## src/rtl/hier_mux32_pkg.sv

```systemverilog
package hier_mux32_pkg;

    localparam int HM_SLICES = 4;
    localparam int HM_LANES  = 8;
    localparam int HM_DATA_W = 1;

    // Index width for n choices, never below one bit.
    function automatic int idx_bits(input int n);
        int b;
        b = 1;
        while ((1 << b) < n) b++;
        return b;
    endfunction

endpackage

```

## src/rtl/hm_bank_decoder.sv

```systemverilog
module hm_bank_decoder #(
    parameter int OUT_N = 4,
    parameter int IN_W  = hier_mux32_pkg::idx_bits(OUT_N)
) (
    input  logic             en,
    input  logic [IN_W-1:0]  code,
    output logic [OUT_N-1:0] hot
);

    for (genvar k = 0; k < OUT_N; k++) begin : g_line
        assign hot[k] = en && (code == IN_W'(k));
    end

    always_comb begin
        if (en) assert_dec_onehot_R3: assert ($onehot(hot))
            else $error("decoder output not one-hot");
    end

endmodule

```

## src/rtl/hm_lane_slice.sv

```systemverilog
module hm_lane_slice #(
    parameter int LANES  = 8,
    parameter int DATA_W = 1,
    parameter int SEL_W  = hier_mux32_pkg::idx_bits(LANES)
) (
    input  logic                    en,
    input  logic [SEL_W-1:0]        lane,
    input  logic [LANES*DATA_W-1:0] data,
    output logic [DATA_W-1:0]       y
);

    // One AND-OR plane per data bit; the lane decode is folded into each AND term.
    for (genvar b = 0; b < DATA_W; b++) begin : g_bit
        logic [LANES-1:0] term;
        for (genvar l = 0; l < LANES; l++) begin : g_term
            assign term[l] = en && (lane == SEL_W'(l)) && data[l*DATA_W + b];
        end
        assign y[b] = |term;
    end

    always_comb begin
        if (!en) assert_off_slice_zero_R4: assert (y == '0)
            else $error("disabled slice drives nonzero");
        else assert_slice_pick_R5: assert (y == data[lane*DATA_W +: DATA_W])
            else $error("slice output differs from chosen lane");
    end

endmodule

```

## src/rtl/hier_mux32.sv

```systemverilog
module hier_mux32 #(
    parameter int NUM_SLICES = hier_mux32_pkg::HM_SLICES,
    parameter int SLICE_IN   = hier_mux32_pkg::HM_LANES,
    parameter int DATA_W     = hier_mux32_pkg::HM_DATA_W,
    parameter int NUM_IN     = NUM_SLICES * SLICE_IN,
    parameter int SEL_W      = hier_mux32_pkg::idx_bits(NUM_IN)
) (
    input  logic [NUM_IN*DATA_W-1:0] d_in,
    input  logic [SEL_W-1:0]         sel,
    output logic [DATA_W-1:0]        y
);

    localparam int LANE_W = hier_mux32_pkg::idx_bits(SLICE_IN);
    localparam int BANK_W = hier_mux32_pkg::idx_bits(NUM_SLICES);

    logic [BANK_W-1:0]     bank_sel;
    logic [LANE_W-1:0]     lane_sel;
    logic [NUM_SLICES-1:0] bank_en;
    logic [DATA_W-1:0]     slice_y [NUM_SLICES];

    assign lane_sel = sel[LANE_W-1:0];
    assign bank_sel = sel[LANE_W +: BANK_W];

    hm_bank_decoder #(.OUT_N(NUM_SLICES), .IN_W(BANK_W)) u_dec (
        .en   (1'b1),
        .code (bank_sel),
        .hot  (bank_en)
    );

    for (genvar s = 0; s < NUM_SLICES; s++) begin : g_slice
        hm_lane_slice #(.LANES(SLICE_IN), .DATA_W(DATA_W), .SEL_W(LANE_W)) u_slice (
            .en   (bank_en[s]),
            .lane (lane_sel),
            .data (d_in[s*SLICE_IN*DATA_W +: SLICE_IN*DATA_W]),
            .y    (slice_y[s])
        );
    end

    always_comb begin
        y = '0;
        for (int s = 0; s < NUM_SLICES; s++) y |= slice_y[s];
    end

    always_comb begin
        assert_one_bank_R3: assert ($countones(bank_en) == 1)
            else $error("bank enable count wrong");
        assert_index_R1: assert (y == d_in[sel*DATA_W +: DATA_W])
            else $error("output differs from indexed input");
        assert_bank_map_R2: assert (bank_en[bank_sel] && y == slice_y[bank_sel])
            else $error("wrong slice carries the output");
    end

endmodule

```

## config.mk

```make
export PLATFORM = sky130hd
export DESIGN_NAME = hier_mux32
export DESIGN_NICKNAME = d
export VERILOG_FILES = /design/src/rtl/hier_mux32_pkg.sv /design/src/rtl/hm_bank_decoder.sv /design/src/rtl/hm_lane_slice.sv /design/src/rtl/hier_mux32.sv
export SDC_FILE = /design/constraint.sdc
export NUM_CORES = 1
export LEC_CHECK = 0
export BUFFER_PORTS_ARGS = -buffer_cell sky130_fd_sc_hd__buf_2
export CAP_MARGIN = 5
export CORE_AREA = 10 10 47 49
export DETAILED_ROUTE_END_ITERATION = 12
export DIE_AREA = 0 0 57 59
export REMOVE_ABC_BUFFERS = 1
export SLEW_MARGIN = 20
export SYNTH_ARGS = -nofsm -noshare
export SYNTH_HDL_FRONTEND = slang
export SYNTH_SLANG_ARGS = --single-unit
```

## constraint.sdc

```tcl
create_clock -name vclk -period 2.9
set_input_delay 0.435 -clock vclk [all_inputs]
set_output_delay 0.435 -clock vclk [all_outputs]
set_load 0.01 [all_outputs]
```

==> out/qor.csv <==
metric,value,unit
fmax,461,MHz
fin_util,0.384,
critical-path-slowest-cell,mux2_2,
totalWireLength,1340,um
design.die.area,3360,um^2
cpPeakStageDelay,370,ps
hold_class,in2out,
gp_congestion,0.704,
dpl_cell_area,538,um^2
grt_pass1_vias,512,
switchingPower,0.0000305,W
required,2470,ps
nClkBuffers,0,
ir_drop,0.0522,mV
grt-ovfl-total,0,
endpoint_kind,output pin,
yosys_warnings,0,
synth_top_area_cell,a221oi_1,
vias,461,
grt_pass1_wl,2190,um
seq_cells,0,
nets,117,
worstPathCellList,buf_2 > mux2_2 > a221oi_1 > o221ai_1 > o2111a_1 > buf_2,
critPathMaxFanout,12,
regArea,0,um^2
drt_first_iter_violations,5,
cpMostUsedCell,buf_2,
n_antenna_cell,0,
vias_per_cell,4.90,
worstPathArrival,1730,ps
chipWidth,57,um
syn2layout_area_growth,53.0,%
holdWs,1350,ps
p_clk_frac,0,
critPathKind,in2out,
layout_min_cycle_time,2170,ps
worst_slew_pin_slew,258,ps
rsz0062_at_grt,false,
power,0.0000706,W
final_cell_mix,"buf_2 (38), a221oi_1 (4)",
fin_tns_setup,0,ps
outcome,finished clean,
dp_hpwl,1190,um
p_int,0.0000400,W
synth_top_area_frac,0.0996,
cts_resized,0,
final_area,538,um^2
drc,0,
ys_types,30,
setup_viol_count_final,0,
switching_share,0.433,
grt_max_degree,16,
wl_per_cell,14.2,um
rows,14,
syn-cell-area,352,um^2
slew_viol_final,0,
seqPwrFrac,0,
avgSynthCellArea,8.18,um^2
worstSetupStartpoint,sel[0],
yosysSeqAreaShare,0,
initial_utilization,0.251,
finalCritPeriodShare,0.748,
relSlewSlack,0.828,
hold_violations,0,
drive_gt1_frac,0.564,
cap_viol_max_count,0,
combPwrFrac,1.000,
core,1400,um^2
powerDensity,131,nW/um^2
mostFrequentLayoutCell,buf_2,
post_cts_buffers,0,
io_buffer_count,38,
grt_util_all_layers,0.0729,
leakagePower,0.274,nW
dr.pass1.iters,4,
critPathCapture,y,
cts_hold_buf,0,
antenna_found_initial,0,
ant_nets,0,
ioPinCount,38,
die_y,59,um
synth_cells,43,
setup.worst_path.start_class,input pin,
synth_area_leaders,"a221oi_1 (10%), mux2i_1 (8.5%), mux4_2 (6.4%)",
-- power by group through the flow --
stage | registers [W] | logic [W] | clock network, W
after floorplan | 0 | 0.0000328 | 0
after global placement | 0 | 0.0000702 | 0
after detailed placement | 0 | 0.0000710 | 0
after CTS | 0 | 0.0000712 | 0
after global routing | 0 | 0.0000791 | 0
final | 0 | 0.0000706 | 0
-- final cells by class --
type,count,area (um^2)
Inverter,3,11.3
Timing Repair Buffer,38,190
Multi-Input combinational cell,37,317
Tap cell,16,20.0
Fill cell,163,863
-- cells by family (layout without fill, tap and decap cells) --
kind of cell / Yosys count / count (layout) / synth area share
compound gates: 17 / 17 / 0.427
simple gates: 13 / 13 / 0.217
mux: 7 / 7 / 0.256
buf+inv: 6 / 41 / 0.0996
-- synth_stat cells (2+ instances only) --
library cell,count
o221ai_1,2
inv_1,3
mux2i_1,3
nand2b_1,3
nand2_1,3
a221oi_1,4
a22oi_1,2
-- per-stage QoR --
| step | cells | setup WS, ps |
|---|---|---|
| 6_report | 94 | 732 |
| 5_1_grt | 94 | 634 |
| 4_1_cts | 94 | 730 |
| 3_5_place_dp | 94 | 730 |
| 3_3_place_gp | 94 | 743 |
| 2_1_floorplan | 40 | 1150 |
-- worst min-delay path by stage --
stage	from	end	slack [ps]	cells past startpoint
floorplan	sel[1]	y	1100	2
global placement	sel[4]	y	1350	4
CTS	sel[4]	y	1350	4
detailed placement	sel[4]	y	1340	4
finish	sel[4]	y	1350	4
global route	sel[4]	y	1400	4
-- worst max-delay path: cells and delay by family --
family	cells	cell delay, ps
compound gates	3	550
buf+inv	2	370
mux	1	370
-- per-layer routing --
layer | GRT usage | part of all wire | up-vias
li1 | - | - | 249
met3 | 0.0129 | 0.059 | 0
met2 | 0.119 | 0.42 | 23
met5 | 0 | 0 | -
met1 | 0.102 | 0.52 | 189
met4 | 0 | 0 | 0
No activity file was read; power rests on OpenSTA's default activity.
